<file path="config.mk">
export PLATFORM = sky130hd
export DESIGN_NAME = field_seq
export DESIGN_NICKNAME = d
export VERILOG_FILES = /design/src/rtl/fseq_pkg.sv /design/src/rtl/fseq_phase.sv /design/src/rtl/fseq_scan.sv /design/src/rtl/fseq_events.sv /design/src/rtl/field_seq.sv
export SDC_FILE = /design/constraint.sdc
export NUM_CORES = 1
export LEC_CHECK = 0
export BUFFER_PORTS_ARGS = -buffer_cell sky130_fd_sc_hd__buf_4
export CORE_ASPECT_RATIO = 2
export CORE_MARGIN = 2
export CORE_UTILIZATION = 41
export CTS_CLUSTER_DIAMETER = 100
export DETAILED_ROUTE_END_ITERATION = 7
export PLACE_DENSITY = 0.65
export SLEW_MARGIN = 20
export SYNTH_ARGS = -nofsm -noshare
export SYNTH_HDL_FRONTEND = slang
export SYNTH_SLANG_ARGS = --single-unit
</file>
<file path="constraint.sdc">
create_clock -name clk -period 4.1 [get_ports clk]
set_input_delay 0.205 -clock clk [delete_from_list [all_inputs] [get_ports clk]]
set_output_delay 0.205 -clock clk [all_outputs]
set_load 0.05 [all_outputs]
</file>
<file path="src/rtl/fseq_pkg.sv">
package fseq_pkg;

  typedef enum logic [2:0] {
    PH_VSYNC = 3'd0,
    PH_VEND  = 3'd1,
    PH_TOP   = 3'd2,
    PH_LEAD  = 3'd3,
    PH_PIC   = 3'd4,
    PH_BOT   = 3'd5
  } phase_t;

  localparam logic [15:0] SYNC_ON_CODE   = 16'h0023;
  localparam logic [15:0] SYNC_OFF_CODE  = 16'h0003;
  localparam logic [15:0] DEFAULT_BORDER = 16'h8822;
  localparam int          PARITY_POS     = 11;

  // command word written when vertical sync starts; carries parity
  function automatic logic [15:0] sync_on_word(input logic odd);
    sync_on_word = SYNC_ON_CODE | (16'(odd) << PARITY_POS);
  endfunction

  // picture end index: configured length with its low bit set to parity
  function automatic logic [15:0] pic_limit(input logic [15:0] len,
                                            input logic odd);
    pic_limit = (len & 16'hFFFE) | 16'(odd);
  endfunction

  function automatic phase_t phase_after(input phase_t p);
    case (p)
      PH_VSYNC: phase_after = PH_VEND;
      PH_VEND:  phase_after = PH_TOP;
      PH_TOP:   phase_after = PH_LEAD;
      PH_LEAD:  phase_after = PH_PIC;
      PH_PIC:   phase_after = PH_BOT;
      default:  phase_after = PH_VSYNC;
    endcase
  endfunction

endpackage

</file>
<file path="src/rtl/fseq_phase.sv">
module fseq_phase
  import fseq_pkg::*;
#(
  parameter int VS_LINES   = 17,
  parameter int VEND_LINES = 2,
  parameter int TOP_LINES  = 13,
  parameter int BOT_LINES  = 12
) (
  input  logic   clk,
  input  logic   rst,
  input  logic   line_tick,
  input  logic   pic_done,
  output phase_t phase,
  output logic   field_odd,
  output logic   adv,
  output phase_t nxt,
  output logic   nxt_odd
);

  localparam int MAX_A = (VS_LINES + 1 > TOP_LINES) ? VS_LINES + 1 : TOP_LINES;
  localparam int MAX_B = (BOT_LINES > VEND_LINES) ? BOT_LINES : VEND_LINES;
  localparam int MAX_L = (MAX_A > MAX_B) ? MAX_A : MAX_B;
  localparam int CNT_W = $clog2(MAX_L + 1);

  logic [CNT_W-1:0] cnt;
  logic [CNT_W-1:0] lim;
  logic             last;

  always_comb begin
    case (phase)
      PH_VSYNC: lim = CNT_W'(VS_LINES) + CNT_W'(field_odd);
      PH_VEND:  lim = CNT_W'(VEND_LINES);
      PH_TOP:   lim = CNT_W'(TOP_LINES);
      PH_BOT:   lim = CNT_W'(BOT_LINES);
      default:  lim = CNT_W'(1);
    endcase
    last    = (phase == PH_PIC) ? pic_done : (cnt == lim - CNT_W'(1));
    adv     = line_tick & last;
    nxt     = phase_after(phase);
    nxt_odd = (nxt == PH_VSYNC) ? ~field_odd : field_odd;
  end

  always_ff @(posedge clk) begin
    if (rst) begin
      phase     <= PH_VSYNC;
      cnt       <= '0;
      field_odd <= 1'b0;
    end else if (line_tick) begin
      if (last) begin
        phase     <= nxt;
        cnt       <= '0;
        field_odd <= nxt_odd;
      end else if (phase != PH_PIC) begin
        cnt <= cnt + CNT_W'(1);
      end
    end
  end

endmodule

</file>
<file path="src/rtl/fseq_scan.sv">
module fseq_scan
  import fseq_pkg::*;
(
  input  logic        clk,
  input  logic        rst,
  input  logic        line_tick,
  input  phase_t      phase,
  input  logic        field_odd,
  input  logic        adv,
  input  phase_t      nxt,
  input  logic [15:0] cfg_pic_len,
  output logic        pic_done
);

  logic [15:0] line_idx;
  logic [15:0] line_end;

  always_ff @(posedge clk) begin
    if (rst) begin
      line_idx <= '0;
      line_end <= '0;
    end else begin
      if (adv && nxt == PH_TOP)
        line_end <= pic_limit(cfg_pic_len, field_odd);
      if (adv && nxt == PH_LEAD)
        line_idx <= 16'(field_odd);
      else if (line_tick && (phase == PH_LEAD || phase == PH_PIC))
        line_idx <= line_idx + 16'd2;
    end
  end

  assign pic_done = (phase == PH_PIC) && (line_idx + 16'd2 == line_end);

endmodule

</file>
<file path="src/rtl/fseq_events.sv">
module fseq_events
  import fseq_pkg::*;
#(
  parameter int CLK_W = 32
) (
  input  logic             clk,
  input  logic             rst,
  input  logic             adv,
  input  phase_t           nxt,
  input  logic             nxt_odd,
  input  logic             field_odd,
  input  logic             init_done,
  input  logic [15:0]      cfg_border,
  input  logic [15:0]      cfg_sync_cmd,
  input  logic [15:0]      cfg_field_cmd,
  input  logic [15:0]      cfg_wake_mask,
  output logic [15:0]      ctl_word,
  output logic             ctl_wr,
  output logic             irq_req,
  output logic [15:0]      wake_pending,
  output logic [15:0]      border_out,
  output logic [CLK_W-1:0] frame_count
);

  always_ff @(posedge clk) begin
    if (rst) begin
      ctl_word     <= sync_on_word(1'b0);
      ctl_wr       <= 1'b0;
      irq_req      <= 1'b0;
      wake_pending <= '0;
      border_out   <= '0;
      frame_count  <= '0;
    end else begin
      ctl_wr  <= 1'b0;
      irq_req <= 1'b0;
      if (adv) begin
        case (nxt)
          PH_VSYNC: begin
            ctl_word <= sync_on_word(nxt_odd);
            ctl_wr   <= 1'b1;
          end
          PH_VEND: begin
            ctl_word <= SYNC_OFF_CODE;
            ctl_wr   <= 1'b1;
          end
          PH_TOP: begin
            ctl_word     <= cfg_sync_cmd;
            ctl_wr       <= 1'b1;
            border_out   <= init_done ? cfg_border : DEFAULT_BORDER;
            wake_pending <= wake_pending | cfg_wake_mask;
            irq_req      <= 1'b1;
            if (field_odd) frame_count <= frame_count + CLK_W'(1);
          end
          PH_PIC: begin
            ctl_word <= cfg_field_cmd;
            ctl_wr   <= 1'b1;
          end
          PH_BOT: begin
            ctl_word <= cfg_sync_cmd;
            ctl_wr   <= 1'b1;
          end
          default: ;
        endcase
      end
    end
  end

endmodule

</file>
<file path="src/rtl/field_seq.sv">
module field_seq
  import fseq_pkg::*;
#(
  parameter int VS_LINES   = 17,
  parameter int VEND_LINES = 2,
  parameter int TOP_LINES  = 13,
  parameter int BOT_LINES  = 12,
  parameter int CLK_W      = 32
) (
  input  logic             clk,
  input  logic             rst,
  input  logic             line_tick,
  input  logic             init_done,
  input  logic [15:0]      cfg_pic_len,
  input  logic [15:0]      cfg_border,
  input  logic [15:0]      cfg_sync_cmd,
  input  logic [15:0]      cfg_field_cmd,
  input  logic [15:0]      cfg_wake_mask,
  output logic [15:0]      ctl_word,
  output logic             ctl_wr,
  output logic             irq_req,
  output logic [15:0]      wake_pending,
  output logic [15:0]      border_out,
  output logic             field_odd,
  output logic [CLK_W-1:0] frame_count,
  output logic [2:0]       phase_out
);

  phase_t phase;
  phase_t phase_nxt;
  logic   phase_adv;
  logic   odd_nxt;
  logic   pic_done;

  fseq_phase #(
    .VS_LINES  (VS_LINES),
    .VEND_LINES(VEND_LINES),
    .TOP_LINES (TOP_LINES),
    .BOT_LINES (BOT_LINES)
  ) u_phase (
    .clk      (clk),
    .rst      (rst),
    .line_tick(line_tick),
    .pic_done (pic_done),
    .phase    (phase),
    .field_odd(field_odd),
    .adv      (phase_adv),
    .nxt      (phase_nxt),
    .nxt_odd  (odd_nxt)
  );

  fseq_scan u_scan (
    .clk        (clk),
    .rst        (rst),
    .line_tick  (line_tick),
    .phase      (phase),
    .field_odd  (field_odd),
    .adv        (phase_adv),
    .nxt        (phase_nxt),
    .cfg_pic_len(cfg_pic_len),
    .pic_done   (pic_done)
  );

  fseq_events #(.CLK_W(CLK_W)) u_events (
    .clk          (clk),
    .rst          (rst),
    .adv          (phase_adv),
    .nxt          (phase_nxt),
    .nxt_odd      (odd_nxt),
    .field_odd    (field_odd),
    .init_done    (init_done),
    .cfg_border   (cfg_border),
    .cfg_sync_cmd (cfg_sync_cmd),
    .cfg_field_cmd(cfg_field_cmd),
    .cfg_wake_mask(cfg_wake_mask),
    .ctl_word     (ctl_word),
    .ctl_wr       (ctl_wr),
    .irq_req      (irq_req),
    .wake_pending (wake_pending),
    .border_out   (border_out),
    .frame_count  (frame_count)
  );

  assign phase_out = phase;

endmodule

</file>
==> impl_metrics.ini <==
[status]
status = finished clean

[logic_synthesis]
yosys_warnings = 0
synth_area_leaders = dfxtp_1 (41%), nor2_1 (7.1%), a21oi_1 (7.1%), xnor2_1 (5.9%), xor2_1 (3.9%)
synthSimpleGateAreaFrac_pct = 24.2
muxShareOfSynthArea_pct = 1.00
synth_xor_area_share_pct = 9.80
synth.avg_cell_area_um2 = 8.33
synth_top_area_share_pct = 41.1
synth_common_cells = dfxtp_1 (123), nor2_1 (114), a21oi_1 (85), nand2_1 (60), xnor2_1 (40)
yosysSeqAreaShare_pct = 41.1
synth_edf_count = 0
synth_area_leader_cell = dfxtp_1
synth_ff_type = dfxtp_1
synth_top_family_by_area = simple AND/OR/NAND/NOR gates
synth_seq_cells = 123
synth_cell_types = 61
synth-compound-area-share_pct = 17.5
synth-adder-area-share_pct = 1.21
yosysMostFrequentCell = dfxtp_1
syn_inst = 719
synthesis.nets = 808
syn_area_um2 = 5990
async_flop_share_pct = 0

[clocking]
numCtsBuffers = 17
clkSlewWorstSetupHoldPaths_ns = 0.06
cts-root-buf = clkbuf_16
clk_latency_ns = 0.42
cts_tree = done
clk_path_buf_depth = 2
htreeDepth = 4
clock-sinks = 123
post_cts_resized = 0

[detailed_routing]
drt_iter0_drc = 192
wl_per_cell_um = 15.3
ant_nets = 0
drc = 0
vias = 5696
via_per_inst = 5.26
firstDrtPassIters = 5
routed_wl_mm = 16.6

[placement]
port_buffers = 168
dpl.hpwl_mm = 12.1
place_congestion = 0.838
placed_area_um2 = 7310
place_ws_ns = 0.397

[critical_path]
worstSetupStartpointType = register
worstPathArrival_ns = 3.96
crit_type = register to register
cp.required_ns = 4.41
cp_max_fo = 41
end_kind = register

[sta]
fmax_mhz = 274
fin_crit_sh_pct = 89.1
layout_setup_ws_ns = 0.446
totalNegativeSetupSlack_ns = 0
period_minus_slack_ns = 3.65
setup_viol = 0
rsz0062_at_grt = no
worst_pin_slew_ns = 0.984
finalHoldViolCount = 0
fin_skew_ns = 0.0103
timing.slew.headroom_pct = 34.4
drv_slew = 0

[floorplan]
ios = 170
start_util_pct = 41.7
coreArea_um2 = 14400
die_w_um = 89.5
die_area_um2 = 15600
rows = 62
die_h_um = 175

[global_route]
grt_pass1_vias = 5634
grt_usage_pct = 21.9
grt_pass1_wl_mm = 26.8
grt_max_degree = 95
overflow = 0
antenna_found_initial = 0

[power_and_ir_drop]
leakagePower_nw = 3.20
switching_power_mw = 0.893
p_int_mw = 2.39
power.density_nw_per_um2 = 408
vdd_drop_max_v = 0.000275
swShare_pct = 27.2
seqPwrFrac_pct = 38.2
power_frac_comb_pct = 14.5
p_clk_share_pct = 47.3

[final_layout]
n_antenna_cell = 0
nets = 966
fillers = 1340
final_area_um2 = 8040
area_delta_synth_final_pct = 34.2
drive_gt1_share_pct = 25.7

[min_path]
hold_path.class = input port to register

[flow_run]
drv_cap = 0
final timing paths:
check,from,end,slack (ns),cells past startpoint
worst max-delay path,u_phase.phase[0],u_events.border_out[9],0.45,12
worst min-delay path,cfg_border[9],u_events.border_out[9],0.01,2
worst max register to register,u_phase.phase[0],u_events.border_out[9],0.45,12
worst min register to register,u_scan.line_end[14],u_scan.line_end[14],0.47,2
worst max-delay path, stage by stage, from the launching register on:
cell and delay [ns]:
dfxtp_1 0.61, nor2_1 0.09, or3_1 0.34, ha_1 0.19
ha_1 0.28, xor2_1 0.14, nand2_1 0.06, nor4_1 0.30
buf_4 0.20, and3_1 0.24, buf_4 0.44, nor2_1 0.30
a22o_1 0.34
placed cells by master (no fill, tap or decap), types with 11 or more instances in the layout:
cell type,count
buf_4,175
dfxtp_1,123
nor2_1,114
a21oi_1,85
nand2_1,60
xnor2_1,40
xor2_1,27
inv_1,20
nand3_1,19
nor3_1,17
nand4_1,17
clkbuf_16,17
nor2b_1,14
a311oi_1,13
a22o_1,12
o21ai_0,11
dlygate4sd3_1,11
per-layer routing:
metal	up-vias	routed length, um	global-route usage [%]
li1	2817	-	-
met1	2676	6030	22.3
met2	160	9150	39.9
met3	43	803	5.57
met4	0	617	9.89
met5	-	0	0
through the flow:
stage | std cells | hold slack [ns] | power [mW] | util, %
detailed placement | 1038 | 0.422 | 1.74 | 50.9
finish | 1082 | 0.0126 | 3.28 | 56.0
global route | 1082 | 0.00855 | 3.41 | 56.0
floorplan | 719 | 0.285 | 1.59 | -
global placement | 1038 | 0.415 | 1.73 | 50.9
CTS | 1081 | 0.000517 | 3.31 | 55.9
final cells by class:
cell class | instances | area [um^2] | area share [%]
repair buffers | 187 | 1440 | 17.9
inverters | 20 | 75.1 | 0.934
well taps | 192 | 240 | 2.99
clock inverters | 14 | 180 | 2.24
multi-input cells | 528 | 3220 | 40.0
flip-flops and latches | 123 | 2460 | 30.6
clock buffers | 18 | 429 | 5.34
repair_timing:
item                                   CTS  global route
setup buffers                            0             0
endpoints found under the hold margin   11             0
setup endpoints to repair                0             0
hold buffers                            11             0
power groups by stage:
stage	Combinational [mW]	Sequential [mW]	Clock (mW)
2_1_floorplan	0.234	1.36	0
3_3_place_gp	0.455	1.28	0
3_5_place_dp	0.464	1.28	0
4_1_cts	0.474	1.25	1.58
5_1_grt	0.520	1.26	1.63
6_report	0.475	1.25	1.55
logic make-up after synthesis:
logic type | count (synthesis)
mux | 6
simple gates | 294
flops | 123
compound gates | 155
fa+ha+maj | 6
xor+xnor | 67
buf+inv | 68
state kept, by name, summed over array words and instances, names as in the netlist:
register / count
u_events.frame_count: 32
u_events.ctl_wr: 1
u_phase.phase: 3
u_events.wake_pending: 16
u_events.border_out: 16
u_events.irq_req: 1
u_phase.cnt: 5
u_phase.field_odd: 1
u_scan.line_idx: 16
u_scan.line_end: 16
u_events.ctl_word: 16
No activity file was read; power rests on OpenSTA's default activity.
